[src/rtl/txflag_pkg.sv]
package txflag_pkg;

    typedef enum logic [1:0] {
        BUF_IDLE_SENT    = 2'd0,
        BUF_IDLE_ABORTED = 2'd1,
        BUF_QUEUED       = 2'd2,
        BUF_ABORT_PEND   = 2'd3
    } buf_state_e;

    localparam int unsigned STATUS_W = 8;
    localparam int unsigned ACK_LSB  = 4;
    localparam int unsigned MAX_BUF  = 3;

endpackage

[src/rtl/txflag_cell.sv]
module txflag_cell
    import txflag_pkg::*;
(
    input  logic clk,
    input  logic rst_n,
    input  logic soft_rst,
    input  logic clr_hit,
    input  logic req_set,
    input  logic ev_sent,
    input  logic ev_aborted,
    input  logic irq_en,
    output logic empty,
    output logic ack,
    output logic req,
    output logic irq
);

    buf_state_e state_q;
    buf_state_e state_d;

    // next-state logic
    always_comb begin
        state_d = state_q;
        unique case (state_q)
            BUF_IDLE_SENT, BUF_IDLE_ABORTED: begin
                if (clr_hit) state_d = BUF_QUEUED;
            end
            BUF_QUEUED: begin
                if (ev_sent)      state_d = BUF_IDLE_SENT;
                else if (req_set) state_d = BUF_ABORT_PEND;
            end
            BUF_ABORT_PEND: begin
                if (ev_sent)         state_d = BUF_IDLE_SENT;
                else if (ev_aborted) state_d = BUF_IDLE_ABORTED;
            end
        endcase
    end

    // state register
    always_ff @(posedge clk or negedge rst_n) begin
        if (!rst_n)        state_q <= BUF_IDLE_SENT;
        else if (soft_rst) state_q <= BUF_IDLE_SENT;
        else               state_q <= state_d;
    end

    // output decode
    always_comb begin
        empty = 1'b0;
        ack   = 1'b0;
        req   = 1'b0;
        unique case (state_q)
            BUF_IDLE_SENT:    empty = 1'b1;
            BUF_IDLE_ABORTED: begin empty = 1'b1; ack = 1'b1; end
            BUF_QUEUED:       ;
            BUF_ABORT_PEND:   req = 1'b1;
        endcase
        irq = empty & irq_en;
    end

    p_w1c_clears_r3: assert property (@(posedge clk) disable iff (!rst_n || soft_rst)
        (empty && clr_hit) |=> (!empty && !ack));

    p_ack_drops_r4: assert property (@(posedge clk) disable iff (!rst_n || soft_rst)
        $fell(empty) |-> !ack);

    p_sent_sets_r5: assert property (@(posedge clk) disable iff (!rst_n || soft_rst)
        (!empty && ev_sent) |=> (empty && !ack));

    p_abort_sets_r6: assert property (@(posedge clk) disable iff (!rst_n || soft_rst)
        (req && ev_aborted && !ev_sent) |=> (empty && ack));

    p_req_retired_r7: assert property (@(posedge clk) disable iff (!rst_n || soft_rst)
        $rose(empty) |-> !req);

    p_req_ignored_r8: assert property (@(posedge clk) disable iff (!rst_n || soft_rst)
        (empty && req_set) |=> !req);

    p_stray_event_r9: assert property (@(posedge clk) disable iff (!rst_n || soft_rst)
        (empty && !clr_hit) |=> (empty && $stable(ack)));

endmodule

[src/rtl/txflag_pack.sv]
module txflag_pack
    import txflag_pkg::*;
#(
    parameter int unsigned NBUF = 3
) (
    input  logic [NBUF-1:0]     empty,
    input  logic [NBUF-1:0]     ack,
    output logic [STATUS_W-1:0] status
);

    localparam int unsigned SLOTS = ACK_LSB;

    for (genvar s = 0; s < SLOTS; s++) begin : g_slot
        if (s < NBUF) begin : g_used
            assign status[s]           = empty[s];
            assign status[ACK_LSB + s] = ack[s];
        end else begin : g_rsvd
            assign status[s]           = 1'b0;
            assign status[ACK_LSB + s] = 1'b0;
        end
    end

endmodule

[src/rtl/txbuf_status_reg.sv]
module txbuf_status_reg
    import txflag_pkg::*;
#(
    parameter int unsigned NBUF = 3
) (
    input  logic                clk,
    input  logic                rst_n,
    input  logic                soft_rst,
    input  logic                wr_en,
    input  logic [STATUS_W-1:0] wr_data,
    output logic [STATUS_W-1:0] status,
    input  logic [NBUF-1:0]     abort_set,
    output logic [NBUF-1:0]     abort_req,
    input  logic [NBUF-1:0]     tx_sent,
    input  logic [NBUF-1:0]     tx_aborted,
    input  logic [NBUF-1:0]     irq_en,
    output logic [NBUF-1:0]     irq
);

    logic [NBUF-1:0] empty_v;
    logic [NBUF-1:0] ack_v;
    logic            unused_wr_hi;

    assign unused_wr_hi = ^wr_data[STATUS_W-1:NBUF];

    for (genvar i = 0; i < NBUF; i++) begin : g_buf
        txflag_cell u_cell (
            .clk        (clk),
            .rst_n      (rst_n),
            .soft_rst   (soft_rst),
            .clr_hit    (wr_en & wr_data[i]),
            .req_set    (abort_set[i]),
            .ev_sent    (tx_sent[i]),
            .ev_aborted (tx_aborted[i]),
            .irq_en     (irq_en[i]),
            .empty      (empty_v[i]),
            .ack        (ack_v[i]),
            .req        (abort_req[i]),
            .irq        (irq[i])
        );
    end

    txflag_pack #(.NBUF(NBUF)) u_pack (
        .empty  (empty_v),
        .ack    (ack_v),
        .status (status)
    );

    p_soft_hold_r1: assert property (@(posedge clk) disable iff (!rst_n)
        $past(soft_rst) |-> (status == 8'h07 && abort_req == '0));

    p_irq_mask_r11: assert property (@(posedge clk) disable iff (!rst_n)
        (irq & ~irq_en) == '0);

endmodule

[config.mk]
export PLATFORM = sky130hd
export DESIGN_NAME = txbuf_status_reg
export DESIGN_NICKNAME = d
export VERILOG_FILES = /design/src/rtl/txflag_pkg.sv /design/src/rtl/txflag_cell.sv /design/src/rtl/txflag_pack.sv /design/src/rtl/txbuf_status_reg.sv
export SDC_FILE = /design/constraint.sdc
export NUM_CORES = 1
export LEC_CHECK = 0
export ABC_AREA = 1
export ABC_CLOCK_PERIOD_IN_PS = 1200
export BUFFER_PORTS_ARGS = -buffer_cell sky130_fd_sc_hd__buf_2
export CORE_MARGIN = 4
export CORE_UTILIZATION = 41
export CTS_CLUSTER_SIZE = 25
export DETAILED_ROUTE_END_ITERATION = 10
export GPL_TIMING_DRIVEN = 1
export PLACE_DENSITY = 0.84
export SYNTH_ARGS = -nofsm -noshare
export SYNTH_HDL_FRONTEND = slang
export SYNTH_SLANG_ARGS = --single-unit
[constraint.sdc]
create_clock -name clk -period 1.2 [get_ports clk]
set_input_delay 0.24 -clock clk [delete_from_list [all_inputs] [get_ports clk]]
set_output_delay 0.24 -clock clk [all_outputs]
set_load 0.02 [all_outputs]
==> results by stage <==
Routing:
- Detailed routing placed a total of 852 um of wire on met2.
- The routed length on met1 is 600 um.
- The total via count in the routed design is 710.
- The highest metal layer with signal wires is met4.
- The number of iterations in the first detailed-routing pass is 5.
- After detailed routing, the average wire length per cell comes to 10.9 um.
- Using the TritonRoute via totals, the vias-per-cell ratio works out to 4.83.
- The post-route antenna net violation count is 0.
- The residual DRC count is 0.
- The sum of routed wire length over all layers is 1610 um.
- In this run, the number of DRC markers left after iteration 0 of detailed routing was 10.
- In the detailed route, the total length drawn on met3 is 125 um.

Logic synthesis:
- Synthesis instantiated 18 different standard cells from the library.
- Yosys printed 0 warnings.
- The cell count after synthesis is 102.
- The post-synthesis sequential area ratio is 24.2%.
- The synthesized design contains 6 register bits.
- In this run the mean area of a mapped cell was 6.07 sq um.
- The summed instance area of the synthesized netlist is 619 sq um.

CTS:
- The number of clock buffers inserted by TritonCTS is 3.
- The TritonCTS clock tree is yes.
- Clock-pin slew was measured on the worst setup and hold paths at 40 ps.
- CTS placed an instance of sky130_fd_sc_hd__clkbuf_4 at the clock tree root.
- The number of H-tree branching levels is 1.
- The deepest clock path buffer count is 2.
- The clock sink total is 6.
- The clock reaches the later pin of the worst-skew pair after 240 ps.

STA:
- The worst path needs 1200 ps of the cycle, external delays included.
- Hold timing on the final database bottoms out at a slack of 303 ps.
- Setup repair after global routing could not meet its margin everywhere.
- The hold violation total from the final report came to 0.
- Of the available clock period, the critical path in the final layout requires 99.7%.
- Setup violations remaining at the end of the flow were counted as 0.
- The clock tree skew after final layout is 1.56 ps.
- The summed negative setup slack over all endpoints is 0 ps.
- The maximum clock rate is 0.836 GHz.
- The setup slack after layout is 3.97 ps.
- The number of pins exceeding their max-slew limit in the final report is 0.

GRT:
- The initial antenna violation count is 0.
- The global-route total usage across every layer is 13.7%.
- The via count of the first global-routing pass is 588.
- The first global-routing pass estimated 2180 um of wire.
- The sum of overflow across all layers after global routing is 0.
- The pin count of the biggest net entering global routing is 11.

Power:
- The maximum ir drop on the vdd rail is 731 uV.
- Summed over all cells, the static leakage comes to 0.530 nW.
- The total power per unit cell area is 928 mW/mm^2.

Placement:
- The cell total after placement is 133.
- The post-place setup slack is 169 ps.
- The count of buffers inserted at the top-level ports is 30.
- The final weighted congestion of routability-driven global placement is 0.809.
- The detailed-placement wirelength estimate is 1180 um.

Layout:
- The final standard cell count with taps included and fillers excluded is 147.
- Compared with the post-synthesis result, the final layout area differs by 36.6%.
- In the final layout, the registers with the most flip-flops are g_buf.u_cell.state_q: 6 flops.
- The antenna diode instance count is 0.
- The net count reported at finish is 158.
- The number of flip-flops in the largest register is 6.
- Cells with a size suffix above 1 make up 42.4% of the layout.
- The most flop-heavy register is g_buf.u_cell.state_q.
- The filler cell count is 127.

Hold path:
- The worst hold-check path type is in -> reg.

Floorplanning:
- The starting utilization of the core area is 45.3%.
- 38 I/O pins were placed.
- The die outline height is 46.9 um.
- The floorplan step defined a die boundary enclosing 0.00220 sq mm.
- After floorplanning, the core was divided into 13 placement rows.
- The area of the core is 0.00137 sq mm.
- The x dimension of the die is 46.9 um.

Job:
- Across the run, the number of max-cap violations was 0.

Worst setup path:
- The critical path launch point type is a flip-flop.
- The endpoint type of the worst setup path is a primary output.
- The worst path arrival time is 960 ps.
- Data on the critical path is required at its endpoint by 960 ps.
- The critical path in this run is classified as reg -> out.
- The largest fanout of any net on the critical path is 6.

Run status:
- The run finished with clean final reports.
synthesized netlist by cell type:
cell                       count  area share [%]
sky130_fd_sc_hd__a21oi_1       1            0.81
sky130_fd_sc_hd__buf_4        14              17
sky130_fd_sc_hd__buf_6         1             1.8
sky130_fd_sc_hd__clkinv_1      1            0.61
sky130_fd_sc_hd__conb_1        1            0.61
sky130_fd_sc_hd__dfrtp_1       6              24
sky130_fd_sc_hd__inv_1        18              11
sky130_fd_sc_hd__inv_2         3             1.8
sky130_fd_sc_hd__nand2_1      17              10
sky130_fd_sc_hd__nand3_1      12             9.7
sky130_fd_sc_hd__nand4_1       2             2.0
sky130_fd_sc_hd__nor2_1       16             9.7
sky130_fd_sc_hd__nor2_2        1             1.0
sky130_fd_sc_hd__nor3_1        3             2.4
sky130_fd_sc_hd__o211ai_1      2             2.4
sky130_fd_sc_hd__o21ai_1       1            0.81
sky130_fd_sc_hd__o21ai_2       1             1.4
sky130_fd_sc_hd__o21bai_1      2             2.4
cell usage in the layout (no fill, tap or decap):
master                          Yosys  final
sky130_fd_sc_hd__a21oi_1            1      1
sky130_fd_sc_hd__o21bai_1           2      2
sky130_fd_sc_hd__conb_1             1      2
sky130_fd_sc_hd__inv_4              0      1
sky130_fd_sc_hd__clkbuf_4           0      3
sky130_fd_sc_hd__dfrtp_2            0      1
sky130_fd_sc_hd__o21ai_1            1      1
sky130_fd_sc_hd__nand2_2            0      3
sky130_fd_sc_hd__inv_2              3      5
sky130_fd_sc_hd__buf_2              0     18
sky130_fd_sc_hd__dlygate4sd3_1      0      1
sky130_fd_sc_hd__buf_6              1      5
sky130_fd_sc_hd__o211ai_1           2      2
sky130_fd_sc_hd__inv_1             18     16
sky130_fd_sc_hd__nor2_1            16     15
sky130_fd_sc_hd__nand3_1           12     12
sky130_fd_sc_hd__nand4_1            2      2
sky130_fd_sc_hd__nor3_1             3      3
sky130_fd_sc_hd__dfrtp_1            6      5
sky130_fd_sc_hd__nand2_1           17     14
sky130_fd_sc_hd__nor2_2             1      2
sky130_fd_sc_hd__buf_4             14     17
sky130_fd_sc_hd__o21ai_2            1      1
critical path, stage by stage (launching register included):
cell                      delay (ps)
sky130_fd_sc_hd__dfrtp_2         450
sky130_fd_sc_hd__nand2_2         100
sky130_fd_sc_hd__inv_4            40
sky130_fd_sc_hd__buf_6           120
layer usage:
| layer | up-vias | GRT usage [%] |
|---|---|---|
| met5 | - | 0 |
| met4 | 0 | 1.66 |
| met3 | 4 | 5.75 |
| met2 | 28 | 26.8 |
| met1 | 321 | 13.5 |
| li1 | 357 | - |
through the flow:
step / util (%) / instance area [sq um] / power, mW
6_report: 61.9 / 846 / 0.785
5_1_grt: 61.9 / 846 / 0.845
4_1_cts: 54.3 / 742 / 0.726
3_5_place_dp: 49.5 / 676 / 0.509
3_3_place_gp: 49.5 / 676 / 0.497
2_1_floorplan: - / 623 / 0.471
path summary, 6_finish.rpt:
check | end | slack (ps) | cells past startpoint | startpoint
setup reg to reg | g_buf[2].u_cell.state_q[1] | 140 | 6 | g_buf[2].u_cell.state_q[0]
setup / recovery | abort_req[0] | 4 | 3 | g_buf[0].u_cell.state_q[1]
min in group asynchronous | g_buf[1].u_cell.state_q[0] | 340 | 2 | rst_n
max in group asynchronous | g_buf[0].u_cell.state_q[1] | 700 | 2 | rst_n
hold reg to reg | g_buf[0].u_cell.state_q[0] | 570 | 2 | g_buf[0].u_cell.state_q[0]
hold / removal | g_buf[0].u_cell.state_q[0] | 300 | 4 | tx_sent[0]
power by group:
group / internal [mW] / leakage [nW] / switching, mW
Sequential: 0.227 / 0.0769 / 0.0345
Combinational: 0.158 / 0.439 / 0.182
Clock: 0.113 / 0.0138 / 0.0703
Total: 0.498 / 0.530 / 0.287
layout make-up:
| class | instances | area, sq um | area share (%) |
|---|---|---|---|
| inverter | 22 | 85.1 | 10.1 |
| timing repair buffer | 41 | 284 | 33.6 |
| multi-input combinational | 60 | 284 | 33.6 |
| sequential | 6 | 151 | 17.9 |
| tap | 15 | 18.8 | 2.22 |
| clock buffer | 3 | 22.5 | 2.66 |
what timing repair did:
| action | CTS | global route |
|---|---|---|
| buffers inserted | 2 | 8 |
| resized for setup | 9 | 17 |
| hold endpoints to repair | 6 | 0 |
| hold buffers | 1 | 0 |
| pin swaps | 1 | 6 |
| setup endpoints to repair | 6 | 12 |
kinds of logic (layout without fill, tap and decap cells):
| group | count (synthesis) | in the layout | synth area share, % |
|---|---|---|---|
| and+or+nand+nor | 51 | 51 | 35.2 |
| other | 1 | 2 | 0.605 |
| buffers and inverters | 37 | 66 | 32.1 |
| DFF | 6 | 6 | 24.2 |
| AOI/OAI and AO/OA | 7 | 7 | 7.88 |
Power figures use the tool's default switching activity.
